**config.mk**
```make
export PLATFORM = sky130hd
export DESIGN_NAME = scanline_pixel_scanout
export DESIGN_NICKNAME = d
export VERILOG_FILES = /design/src/rtl/scanline_pixel_scanout.sv
export SDC_FILE = /design/constraint.sdc
export NUM_CORES = 1
export LEC_CHECK = 0
export BUFFER_PORTS_ARGS = -buffer_cell sky130_fd_sc_hd__buf_2
export CORE_MARGIN = 3
export CORE_UTILIZATION = 50
export CTS_BUF_LIST = sky130_fd_sc_hd__clkbuf_4 sky130_fd_sc_hd__clkbuf_8 sky130_fd_sc_hd__clkbuf_16
export CTS_CLUSTER_DIAMETER = 40
export CTS_CLUSTER_SIZE = 14
export DETAILED_ROUTE_END_ITERATION = 8
export GPL_ROUTABILITY_DRIVEN = 1
export PLACE_DENSITY = 0.7
export SETUP_SLACK_MARGIN = 0.5
export SKIP_CTS_REPAIR_TIMING = 1
export SLEW_MARGIN = 0
export SYNTH_ARGS = -nofsm -noshare
export SYNTH_HDL_FRONTEND = slang
export SYNTH_SLANG_ARGS = --single-unit
```
**constraint.sdc**
```tcl
create_clock -name clk -period 10.55 [get_ports clk]
set_input_delay 2.11 -clock clk [delete_from_list [all_inputs] [get_ports clk]]
set_output_delay 2.11 -clock clk [all_outputs]
set_load 0.02 [all_outputs]
```
**src/rtl/scanline_pixel_scanout.sv**
```systemverilog
module scanline_pixel_scanout #(
  parameter int H_ACTIVE = 640,
  parameter int H_FP     = 16,
  parameter int H_SYNC   = 96,
  parameter int H_BP     = 48,
  parameter int V_ACTIVE = 480,
  parameter int V_FP     = 10,
  parameter int V_SYNC   = 2,
  parameter int V_BP     = 33,
  parameter int DEPTH    = 64,
  parameter int CHUNK    = 8,
  parameter int AW       = $clog2((H_ACTIVE / 2) * V_ACTIVE + 1)
) (
  input  logic          clk,
  input  logic          rst,
  output logic          req_valid,
  input  logic          req_ready,
  output logic [AW-1:0] req_addr,
  input  logic          rsp_valid,
  input  logic [15:0]   rsp_data,
  output logic [7:0]    pix_index,
  output logic          hsync_n,
  output logic          vsync_n,
  output logic          blank,
  output logic          underflow
);

  localparam int HB = H_FP + H_SYNC + H_BP;
  localparam int HT = HB + H_ACTIVE;
  localparam int VB = V_FP + V_SYNC + V_BP;
  localparam int VT = VB + V_ACTIVE;
  localparam int FRAME_WORDS = (H_ACTIVE / 2) * V_ACTIVE;
  localparam int HW = $clog2(HT);
  localparam int VW = $clog2(VT);
  localparam int PW = $clog2(DEPTH);
  localparam int LW = $clog2(DEPTH + 1);
  localparam int BW = $clog2(CHUNK + 1);

  logic [HW-1:0] hcnt;
  logic [VW-1:0] vcnt;
  logic          line_end, frame_end, in_active, pop, pop_ok;
  logic          in_hsync, in_vsync;

  assign line_end  = hcnt == HW'(HT - 1);
  assign frame_end = line_end && (vcnt == VW'(VT - 1));
  assign in_active = (hcnt >= HW'(HB)) && (vcnt >= VW'(VB));
  assign in_hsync  = (hcnt >= HW'(H_FP)) && (hcnt < HW'(H_FP + H_SYNC));
  assign in_vsync  = (vcnt >= VW'(V_FP)) && (vcnt < VW'(V_FP + V_SYNC));
  assign pop       = in_active && (hcnt[0] == 1'(HB % 2));

  always_ff @(posedge clk) begin
    if (rst) begin
      hcnt <= '0;
      vcnt <= '0;
    end else if (line_end) begin
      hcnt <= '0;
      vcnt <= frame_end ? '0 : vcnt + 1'b1;
    end else begin
      hcnt <= hcnt + 1'b1;
    end
  end

  // line FIFO, show-ahead from a register array
  logic [15:0]   mem [DEPTH];
  logic [PW-1:0] wp, rp;
  logic [LW-1:0] level, outst, stale, outst_nx;
  logic [LW:0]   free;
  logic          accept, push, empty;

  assign empty    = level == '0;
  assign pop_ok   = pop && !empty;
  assign accept   = req_valid && req_ready;
  assign push     = rsp_valid && (stale == '0) && !frame_end;
  assign outst_nx = outst + LW'(accept) - LW'(rsp_valid);
  assign free     = (LW+1)'(DEPTH) - {1'b0, level} - {1'b0, outst};

  always_ff @(posedge clk) begin
    if (push) mem[wp] <= rsp_data;
  end

  always_ff @(posedge clk) begin
    if (rst || frame_end) begin
      wp    <= '0;
      rp    <= '0;
      level <= '0;
    end else begin
      if (push) wp <= (wp == PW'(DEPTH - 1)) ? '0 : wp + 1'b1;
      if (pop_ok) rp <= (rp == PW'(DEPTH - 1)) ? '0 : rp + 1'b1;
      level <= level + LW'(push) - LW'(pop_ok);
    end
  end

  // fetch side: chunked requests, in-flight and stale accounting
  logic [AW-1:0] fcnt;
  logic [BW-1:0] burst_left;

  assign req_addr  = fcnt;
  assign req_valid = (fcnt != AW'(FRAME_WORDS)) &&
                     ((burst_left != '0) || (free >= (LW+1)'(CHUNK)));

  always_ff @(posedge clk) begin
    if (rst) begin
      outst      <= '0;
      stale      <= '0;
      fcnt       <= '0;
      burst_left <= '0;
    end else begin
      outst <= outst_nx;
      if (frame_end) begin
        stale      <= outst_nx;
        fcnt       <= '0;
        burst_left <= '0;
      end else begin
        if (rsp_valid && (stale != '0)) stale <= stale - 1'b1;
        if (accept) begin
          fcnt       <= fcnt + 1'b1;
          burst_left <= (burst_left == '0) ? BW'(CHUNK - 1) : burst_left - 1'b1;
        end
      end
    end
  end

  // registered pixel and sync outputs
  logic [7:0] hi_q;

  always_ff @(posedge clk) begin
    if (rst) begin
      pix_index <= '0;
      hi_q      <= '0;
      hsync_n   <= 1'b1;
      vsync_n   <= 1'b1;
      blank     <= 1'b1;
      underflow <= 1'b0;
    end else begin
      hsync_n <= !in_hsync;
      vsync_n <= !in_vsync;
      blank   <= !in_active;
      if (pop && empty) underflow <= 1'b1;
      if (!in_active) begin
        pix_index <= '0;
      end else if (pop) begin
        pix_index <= pop_ok ? mem[rp][7:0]  : 8'd0;
        hi_q      <= pop_ok ? mem[rp][15:8] : 8'd0;
      end else begin
        pix_index <= hi_q;
      end
    end
  end

endmodule


```
==> Yosys cells after proc, flatten, opt, wreduce, memory -nomap -nowiden <==
Memories as Yosys holds them, arrays and structs flattened. A register that Yosys moved wholly into a read port is not among the register bits.
Index checks and enable logic that the tools add are counted.
{ "word_totals": {"inputBits": 20, "mem_bits_rw": 1024, "out_inout_bits": 31, "ff_bits": 95, "mem_count": 1} }
{ "op_classes": {"reduce_logical": 29, "muxes": 13, "bitwise_logic": 2, "order_cmp": 7, "add_sub_neg": 13, "eq_ne": 5} }
{ "mem_list": {"columns": ["name", "depth", "word_bits", "rd", "rd_ports_with_merged_regs", "write_ports", "line_no", "source"], "rows": [
  ["mem", 64, 16, 1, 1, 1, "64", "logic [15:0] mem [DEPTH];"]
]} }
{ "op_table": {"columns": ["cell", "n"], "rows": [
  ["$mux W6", 4],
  ["$mux W8", 3],
  ["$add A10 B1 Y10 const B", 2],
  ["$eq A10 B10 Y1 const B", 2],
  ["$add A18 B1 Y18 const B", 1],
  ["$ne A18 B18 Y1 const B", 1],
  ["$add A7 B1 Y7", 2],
  ["$logic_not A7 Y1", 2],
  ["$mux W7", 2],
  ["$sub A7 B1 Y7", 2],
  ["$add A6 B1 Y6 const B", 2],
  ["$eq A6 B6 Y1 const B", 2],
  ["$logic_and A1 B1 Y1", 12],
  ["$ge A10 B4 Y1 const B", 1],
  ["$ge A10 B5 Y1 const B", 1],
  ["$ge A10 B6 Y1 const B", 1],
  ["$ge A10 B8 Y1 const B", 1],
  ["$lt A10 B4 Y1 const B", 1],
  ["$lt A10 B7 Y1 const B", 1],
  ["$mux W10", 1],
  ["$ge A8 B4 Y1 const B", 1],
  ["$sub A7 B7 Y8 const A", 1],
  ["$sub A8 B7 Y8", 1],
  ["$reduce_bool A7 Y1", 1],
  ["other kinds (12)", 21]
]} }

==> Depth between registers and ports, before layout <==
Gate-level depths: netlist of the first run.
{ "logic_depth": {"word_depth": 9, "ltp_mapped": 24, "mapped_depth_nobuf": 23} }

==> Least setup slack after synthesis of the first run <==
OpenSTA, ideal clock, no wires.
{ "synth_path": {"kind": "register to output", "start": "register level[1]", "end": "output req_valid", "arrival_ns": 2.758, "path_buffers": 2, "slack_ns": 5.682, "path_stages_with_launch": 14, "path_cell_list": "dfxtp_1 > ha_1 > inv_1 > ha_1 > inv_1 > fa_1 > nor2b_4 > o21a_4 > or4_4 > a211oi_4 > and3_4 > buf_8 > buf_12 > nor2_1"} }
{ "synth_via": {"elab_chain_cells": 5} }
{ "synth_lines": {"columns": ["element", "line_no", "source"], "rows": [
  ["start: declaration", "66", "logic [LW-1:0] level, outst, stale, outst_nx;"],
  ["start signal: assignment", "89", "level <= level + LW'(push) - LW'(pop_ok);"],
  ["$sub A7 B7 Y8", "75", "assign free = (LW+1)'(DEPTH) - {1'b0, level} - {1'b0, outst};"],
  ["$sub A8 B7 Y8", "75", null],
  ["$ge A8 B4 Y1", "99", "((burst_left != '0) || (free >= (LW+1)'(CHUNK)));"],
  ["$logic_or A1 B1 Y1", "99", null],
  ["$logic_and A1 B1 Y1", "98", "assign req_valid = (fcnt != AW'(FRAME_WORDS)) &&"],
  ["end: declaration", "16", "output logic req_valid,"]
]} }
Every way passes these cells.

==> Worst setup path in the final report of the first run <==
Same ends and word-level chain as after synthesis.

==> results_dict.tcl, run 1 <==
set metrics [dict create \
    endpoint_kind "output port" \
    die_height_um 305 \
    reg2reg_depth 24 \
    fmax_mhz 173 \
    rows 109 \
    synth_commonest_cells "edfxtp_1 (1,024), mux2i_1 (225), mux4_2 (172), nor2_1 (136), dfxtp_1 (101)" \
    grt_max_degree 117 \
    grt_use_total_pct 21.8 \
    pin_count 51 \
    ant_nets 0 \
    swShare_pct 23.1 \
    p_int_mw 8.04 \
    fin_skew_ns 0.0240 \
    io_buffers 50 \
    synth-main-ff-cell "edfxtp_1" \
    arrival_ns 3.67 \
    core_mm2 0.0885 \
    yosysMostFrequentCell "edfxtp_1" \
    timing.final.crit_share_pct 54.8 \
    gr-total-overflow 0 \
    final_util_pct 57.9 \
    synth_area_leaders "edfxtp_1 (69%), mux4_2 (8.7%), mux2i_1 (5.0%)" \
    r2r_slack_ns 5.85 \
    areaGrowthSynthToFinish_pct 14.5 \
    synth_area_mm2 0.0447 \
    report.final.hold_viol_count 0 \
    r2r-end "stale[6]$_SDFFE_PP0P_" \
    hp-start "hi_q[0]$_SDFFE_PP0P_" \
    fillCellCount 6379 \
    regArea_mm2 0.0328 \
    timing.final.crit_period_ns 5.78 \
    root_buffer "clkbuf_16" \
    gp_congestion 0.836 \
    fin_setup_tns_ns 0 \
    maxCapViolCount 0 \
    clkLatencyLatePin_ns 0.73 \
    rsz0062_at_grt "no" \
    clock_sinks 1125 \
    worstMarginPinSlew_ns 1.27 \
    seq_area_frac_synth_pct 73.2 \
    power_mw 10.5 \
    cts-htree-levels 4 \
    yosysWarnings 0 \
    synth_area_leader_cell "edfxtp_1" \
    cts_tree "built" \
    irDropWorstVdd_mv 0.167 \
    avgSynthCellArea_um2 17.9 \
    dr.first_iter.drc_count 2701 \
    firstDrtPassIters 5 \
    drc 0 \
    hold_class "flip-flop to flip-flop" \
    outcome "finished, final reports clean" \
    clkTransAtPathRegs_ns 0.06 \
    die_w_um 305 \
    power_density_mw_per_mm2 204 \
    antenna_cells 0 \
    leakage_nw 15.9 \
    nets 2713 \
    power.switching_mw 2.42 \
    combPwrFrac_pct 7.4 \
    wl_per_cell_um 25.8 \
    postSynthCellCount 2506 \
    worst_hold_path.endpoint "hi_q[0]$_SDFFE_PP0P_" \
    synthArstFlopShare_pct 0 \
    die_area_mm2 0.0931 \
    synth-edff-count 1024 \
    p_seq_share_pct 47.6 \
    cp.required_ns 8.44 \
    drive_gt1_share_pct 21.6 \
    worstSetupPathType "flip-flop to output port" \
    multi_input_area_mm2 0.0112 \
    grt_pass1_wl_um 152000 \
    slew_violations 0 \
    clkPwrFrac_pct 45.1 \
    cp_max_fo 21 \
    synth.ff_latch_count 1125 \
    synth_top_area_share_pct 68.7 \
    antenna_found_initial 3 \
    dp_cells 3681 \
    rr_startpoint "level[1]$_SDFF_PP0_" \
    relSlewSlack_pct 15.3 \
    worstSetupStartpointType "flip-flop" \
    hold_path_depth 2 \
    start_util_pct 50.5 \
    wirelength_um 101000 \
    setup_violations 0 \
    layout.cells.non_filler 3919 \
    vias_per_cell 6.05 \
    grt_pass1_vias 24094 \
    clockBufferDepth 3 \
    hpwl_um 56400 \
    vias 23713 \
    cts_buffers 132 \
    synth.distinct_cells 65 \
    postSynthNetCount 2569 \
]
-- critical path, cell delays in order, from the launching register on --
cell	delay, ns
dfxtp_1	0.37
ha_1	0.30
inv_1	0.04
ha_1	0.18
inv_1	0.08
fa_1	0.23
nor2b_4	0.06
o21a_4	0.20
or4_4	0.49
a211oi_4	0.36
and3_4	0.39
nor2_1	0.08
buf_2	0.17
-- kinds of logic after synthesis --
kind of cell | synth area share, %
muxes | 14.0
xor gates and xnor gates | 0.822
adders and majority gates | 1.25
DFF | 73.2
and+or+nand+nor | 4.35
AOI/OAI and AO/OA | 4.57
buffers and inverters | 1.76
-- power by group through the flow --
stage	Combinational [mW]	Clock, mW	Sequential, mW
floorplan	0.529	0	5.06
global placement	0.728	0	5.06
detailed placement	0.762	0	5.07
CTS	0.769	4.78	4.97
global route	0.861	4.97	4.98
finish	0.769	4.71	4.97
-- registers in the layout, indices dropped and copies added, names as in the netlist, 6 cells and up, named ones only --
name	flops
hi_q	8
stale	7
outst	7
rp	6
hcnt	10
wp	6
level	7
pix_index	8
req_addr	18
mem	1024
vcnt	10
-- routing by layer --
| layer | track usage [%] | part of all wire (%) | wire, um |
|---|---|---|---|
| met1 | 30.1 | 41 | 41600 |
| met2 | 35.5 | 49 | 49400 |
| met4 | 7.30 | 2.7 | 2750 |
| met3 | 3.91 | 7.1 | 7150 |
| met5 | 0 | 0 | 0 |
-- worst max-delay path by stage --
stage | startpoint | to | slack, ns
after global placement | level[1]$_SDFF_PP0_ | req_valid | 5.50
after global routing | level[1]$_SDFF_PP0_ | req_valid | 4.51
after floorplan | level[1]$_SDFF_PP0_ | req_valid | 5.68
after CTS | level[1]$_SDFF_PP0_ | req_valid | 4.72
final | level[1]$_SDFF_PP0_ | req_valid | 4.77
after detailed placement | level[1]$_SDFF_PP0_ | req_valid | 5.51
-- through the flow --
stage | instance area [um^2] | hold WS [ns] | worst slack (ns)
finish | 51200 | 0.500 | 4.77
floorplan | 44700 | 0.437 | 5.68
global placement | 46600 | 0.458 | 5.50
global route | 51200 | 0.515 | 4.51
CTS | 51200 | 0.493 | 4.72
detailed placement | 46600 | 0.476 | 5.51
-- cells in the final DEF (no fill, tap or decap), types with 22 or more instances in the layout --
cell type,count
a21oi_1,87
inv_1,48
a22oi_1,63
nand2_1,73
buf_2,50
dfxtp_1,96
nand3_1,61
o21ai_0,22
o211ai_1,24
nor2b_1,26
a31oi_1,24
mux2i_1,225
a211oi_1,30
ha_1,40
nor2_1,135
buf_4,93
edfxtp_1,1024
mux4_2,172
clkbuf_16,134
-- cell type report --
class	instances	area share, %
flip-flops and latches	1125	64.0
well taps	1165	2.84
repair buffers	145	1.93
clock buffers	144	6.69
inverters	48	0.352
multi-input cells	1198	21.9
clock inverters	94	2.33
No activity file was read; power rests on OpenSTA's default activity.
==> run 2: changes to the inputs <==
clock period = 5.7 ns   (was 10.55 ns; I/O delays follow)
==> run 2 against run 1 <==
Against the previous run:
- sequential cell count unchanged
- cell area increased by 0.29%
- wire length increased by 1.2%
- clock power increased by 86%
- cell count increased by 0.43%
- sequential power increased by 85%
- global-route usage increased by 0.21 points
- critical path depth unchanged
- via count about the same
- largest cell class unchanged
==> results_dict.tcl, run 2 (synthesis results as in run 1) <==
set metrics [dict create \
    power_density_mw_per_mm2 378 \
    worstSetupPathType "flip-flop to output port" \
    clock_sinks 1125 \
    r2r_slack_ns 0.99 \
    grt_use_total_pct 22.0 \
    fillCellCount 6406 \
    firstDrtPassIters 5 \
    clkPwrFrac_pct 45.2 \
    drc 0 \
    slew_violations 0 \
    largest_register_ffs 1024 \
    swShare_pct 23.3 \
    start_util_pct 50.5 \
    antenna_cells 0 \
    die_w_um 305 \
    die_height_um 305 \
    timing.final.crit_period_ns 4.82 \
    worstSetupStartpointType "flip-flop" \
    wl_per_cell_um 26.0 \
    report.final.hold_viol_count 0 \
    rows 109 \
    endpoint_kind "output port" \
    worstMarginPinSlew_ns 1.27 \
    irDropWorstVdd_mv 0.307 \
    dr.first_iter.drc_count 2652 \
    layout.cells.non_filler 3936 \
    nets 2724 \
    rsz0062_at_grt "no" \
    root_buffer "clkbuf_16" \
    grt_pass1_wl_um 153000 \
    leakage_nw 16.0 \
    crit_end "req_valid" \
    clkTransAtPathRegs_ns 0.05 \
    pin_count 51 \
    clkLatencyLatePin_ns 0.73 \
    rr_startpoint "level[1]$_SDFF_PP0_" \
    combPwrFrac_pct 7.3 \
    final_common_cell "edfxtp_1" \
    clockBufferDepth 3 \
    power.switching_mw 4.51 \
    vias_per_cell 6.02 \
    crit_start "level[1]$_SDFF_PP0_" \
    fin_setup_tns_ns 0 \
    drive_gt1_share_pct 22.0 \
    r2r-end "stale[6]$_SDFFE_PP0P_" \
    timing.final.crit_share_pct 84.6 \
    core_mm2 0.0885 \
    pre_cts_slack_ns 1.04 \
    cts_buffers 133 \
    hold_class "flip-flop to flip-flop" \
    cp_max_fo 21 \
    cp.required_ns 4.56 \
    arrival_ns 3.68 \
    outcome "finished, final reports clean" \
    antenna_found_initial 4 \
    cts_tree "built" \
    wirelength_um 102000 \
    grt_max_degree 101 \
    relSlewSlack_pct 15.2 \
    p_seq_share_pct 47.4 \
    fmax_mhz 207 \
    reg2reg_depth 24 \
    ant_nets 0 \
    grt_pass1_vias 24309 \
    gp_congestion 0.834 \
    cts-htree-levels 4 \
    gr-total-overflow 0 \
    setup_violations 0 \
    p_int_mw 14.9 \
    maxCapViolCount 0 \
    die_area_mm2 0.0931 \
    dp_cells 3691 \
    areaGrowthSynthToFinish_pct 14.9 \
    final_cell_mix "edfxtp_1 (1,024), mux2i_1 (225), mux4_2 (172)" \
    fin_skew_ns 0.0321 \
    vias 23694 \
    regMostFlops "mem" \
    worst_slack_ns 0.880 \
    io_buffers 50 \
    hpwl_um 58500 \
]
-- run 2: cell count changes in the layout (fill, tap and decap cells not counted), sizes merged --
cell	before	now
buf	145	155
clkinvlp	14	9
inv	67	71
bufinv	17	16
clkinv	44	53
-- run 2: worst max-delay path: stages (launching register included) --
cell	delay, ns
dfxtp_1	0.37
ha_1	0.30
inv_1	0.04
ha_1	0.19
inv_1	0.09
fa_1	0.24
nor2b_4	0.06
o21a_4	0.20
or4_4	0.49
a211oi_4	0.36
and3_4	0.40
nor2_1	0.07
buf_2	0.16
-- run 2: power groups by stage --
| stage | clock network [mW] | logic (mW) | registers (mW) |
|---|---|---|---|
| 6_report | 8.78 | 1.42 | 9.20 |
| 5_1_grt | 9.25 | 1.58 | 9.21 |
| 3_3_place_gp | 0 | 1.35 | 9.37 |
| 2_1_floorplan | 0 | 0.980 | 9.36 |
| 4_1_cts | 8.91 | 1.42 | 9.20 |
| 3_5_place_dp | 0 | 1.41 | 9.38 |
-- run 2: final cells by class --
| cell class | count | area [um^2] | share of cell area [%] |
|---|---|---|---|
| Clock inverter | 101 | 1220 | 2.38 |
| Inverter | 48 | 180 | 0.351 |
| Tap cell | 1165 | 1460 | 2.84 |
| Clock buffer | 144 | 3450 | 6.72 |
| Multi-Input combinational cell | 1198 | 11200 | 21.8 |
| Timing Repair Buffer | 155 | 1090 | 2.12 |
| Sequential cell | 1125 | 32800 | 63.8 |
-- run 2: metal layers --
layer / share of wire [%] / wire length, um / GRT usage [%]
met1: 40 / 40900 / 29.7
met2: 48 / 49400 / 35.4
met3: 8.3 / 8470 / 4.84
met4: 3.3 / 3410 / 8.42
met5: 0.011 / 11 / 0
-- run 2: worst min-delay path by stage --
stage | to | cells after the start | from
final | hcnt[0]$_SDFF_PP0_ | 1 | hcnt[0]$_SDFF_PP0_
after global routing | hcnt[0]$_SDFF_PP0_ | 1 | hcnt[0]$_SDFF_PP0_
after CTS | hcnt[0]$_SDFF_PP0_ | 1 | hcnt[0]$_SDFF_PP0_
after detailed placement | hcnt[0]$_SDFF_PP0_ | 1 | hcnt[0]$_SDFF_PP0_
after global placement | pix_index[7]$_SDFF_PP0_ | 2 | hi_q[7]$_SDFFE_PP0P_
after floorplan | hcnt[0]$_SDFF_PP0_ | 1 | hcnt[0]$_SDFF_PP0_
-- run 2: per-stage QoR --
stage	hold slack [ns]	total power [mW]	utilization [%]	area, um^2
final	0.474	19.4	58.1	51400
after global routing	0.500	20.0	58.1	51400
after CTS	0.479	19.5	58.1	51400
after detailed placement	0.466	10.8	52.8	46700
after global placement	0.459	10.7	52.8	46700
after floorplan	0.437	10.3	-	44700
==> run 3: changes to the inputs <==
clock period = 4.7 ns   (was 5.7 ns; I/O delays follow)
==> run 3 against run 2 <==
Against the previous run:
- combinational power is 39% higher
- highest routed layer is now met4
- clock power is 18% higher
- sequential cell count stayed put
==> results_dict.tcl, run 3 (synthesis results as in run 1) <==
set metrics [dict create \
    grt_pass1_vias 24223 \
    die_w_um 305 \
    cp.required_ns 3.76 \
    rr_startpoint "level[1]$_SDFF_PP0_" \
    fin_setup_tns_ns 0 \
    worstSetupStartpointType "flip-flop" \
    combPwrFrac_pct 8.4 \
    final_cell_mix "edfxtp_1 (1,024), mux2i_1 (225), mux4_2 (172)" \
    die_height_um 305 \
    r2r_slack_ns 0.54 \
    power.switching_mw 5.49 \
    power_density_mw_per_mm2 457 \
    clkTransAtPathRegs_ns 0.06 \
    grt_use_total_pct 22.0 \
    layout.cells.non_filler 3954 \
    ant_nets 0 \
    hpwl_um 59900 \
    final_cell_area_mm2 0.0516 \
    maxCapViolCount 0 \
    wl_per_cell_um 25.9 \
    report.final.hold_viol_count 0 \
    placed_area_mm2 0.0469 \
    root_buffer "clkbuf_16" \
    outcome "finished, final reports clean" \
    timing.final.crit_share_pct 91.7 \
    clkPwrFrac_pct 44.2 \
    worst_hold_path.endpoint "hcnt[0]$_SDFF_PP0_" \
    swShare_pct 23.3 \
    irDropWorstVdd_mv 0.326 \
    worstSetupPathType "flip-flop to output port" \
    clock_sinks 1125 \
    vias_per_cell 6.06 \
    timing.final.crit_period_ns 4.31 \
    largest_register_ffs 1024 \
    vias 23956 \
    clockBufferDepth 3 \
    final_util_pct 58.3 \
    areaGrowthSynthToFinish_pct 15.3 \
    final_common_cell "edfxtp_1" \
    clkLatencyLatePin_ns 0.74 \
    worstMarginPinSlew_ns 1.29 \
    dr.first_iter.drc_count 2586 \
    relSlewSlack_pct 14.1 \
    p_seq_share_pct 47.4 \
    arrival_ns 3.37 \
    regMostFlops "mem" \
    hp-start "hcnt[0]$_SDFF_PP0_" \
    cts-htree-levels 4 \
    r2r-end "stale[6]$_SDFFE_PP0P_" \
    rsz0062_at_grt "yes" \
    cp_max_fo 5 \
    grt_pass1_wl_um 154000 \
    hold_class "flip-flop to flip-flop" \
    hold_path_depth 1 \
    p_int_mw 18.1 \
    cts_tree "built" \
    core_mm2 0.0885 \
    drc 0 \
    start_util_pct 50.5 \
    crit_start "level[1]$_SDFF_PP0_" \
    fin_skew_ns 0.0328 \
    pin_count 51 \
    die_area_mm2 0.0931 \
    reg2reg_depth 24 \
    firstDrtPassIters 5 \
    gr-total-overflow 0 \
    leakage_nw 16.1 \
    cts_buffers 131 \
    setup_violations 0 \
    fmax_mhz 232 \
    nets 2746 \
    drive_gt1_share_pct 23.4 \
    wirelength_um 102000 \
    gp_congestion 0.831 \
    rows 109 \
    slew_violations 0 \
    endpoint_kind "output port" \
    dp_cells 3701 \
    grt_max_degree 90 \
    antenna_found_initial 1 \
    io_buffers 50 \
]
run 3: cell types whose count changed in the layout (fill, tap and decap cells not counted), moves of 5 or more:
cell,before,now
ha_4,0,5
inv_1,48,43
clkinv_4,14,4
inv_2,0,5
ha_1,40,35
buf_4,101,121
clkbuf_4,6,16
run 3: final cells by class:
| class | instances | area (um^2) |
|---|---|---|
| Tap cell | 1165 | 1460 |
| Timing Repair Buffer | 178 | 1310 |
| Sequential cell | 1125 | 32800 |
| Inverter | 48 | 180 |
| Clock buffer | 149 | 3440 |
| Fill cell | 6400 | 36900 |
| Antenna cell | 1 | 2.50 |
| Multi-Input combinational cell | 1199 | 11300 |
| Clock inverter | 89 | 1090 |
run 3: routing by layer:
metal,vias up,wire (um),GRT usage [%]
met5,-,0,0
met4,0,2840,7.16
met3,189,8050,4.23
met2,1020,49800,35.8
met1,12377,41600,30.5
li1,10370,-,-
run 3: worst max-delay path by stage:
stage / slack [ns] / end / cells after the start
2_1_floorplan: 0.50 / stale[6]$_SDFFE_PP0P_ / 24
4_1_cts: 0.03 / req_valid / 12
6_report: 0.39 / req_valid / 13
5_1_grt: 0.28 / req_valid / 13
3_3_place_gp: 0.41 / stale[6]$_SDFFE_PP0P_ / 23
3_5_place_dp: 0.41 / stale[6]$_SDFFE_PP0P_ / 23
run 3: metrics by stage:
stage	total power [mW]	worst slack [ns]	hold slack, ns
4_1_cts	23.5	0.0332	0.497
3_3_place_gp	13.0	0.406	0.460
6_report	23.6	0.390	0.491
5_1_grt	24.4	0.279	0.515
2_1_floorplan	12.6	0.503	0.437
3_5_place_dp	13.1	0.410	0.484
run 3: worst max-delay path, stage by stage, from the launching register on:
cell	delay [ns]
dfxtp_4	0.36
ha_4	0.26
inv_2	0.04
ha_4	0.15
inv_2	0.05
fa_2	0.22
nor2b_4	0.05
o21a_4	0.22
or4_4	0.43
a211oi_4	0.28
buf_4	0.16
and3_4	0.22
nor2_4	0.04
buf_6	0.15
run 3: power groups by stage:
stage / Sequential (mW) / Combinational, mW / Clock, mW
after floorplan: 11.4 / 1.22 / 0
after global placement: 11.4 / 1.66 / 0
after detailed placement: 11.4 / 1.73 / 0
after CTS: 11.2 / 1.75 / 10.6
after global routing: 11.2 / 2.19 / 11.0
final: 11.2 / 1.98 / 10.4
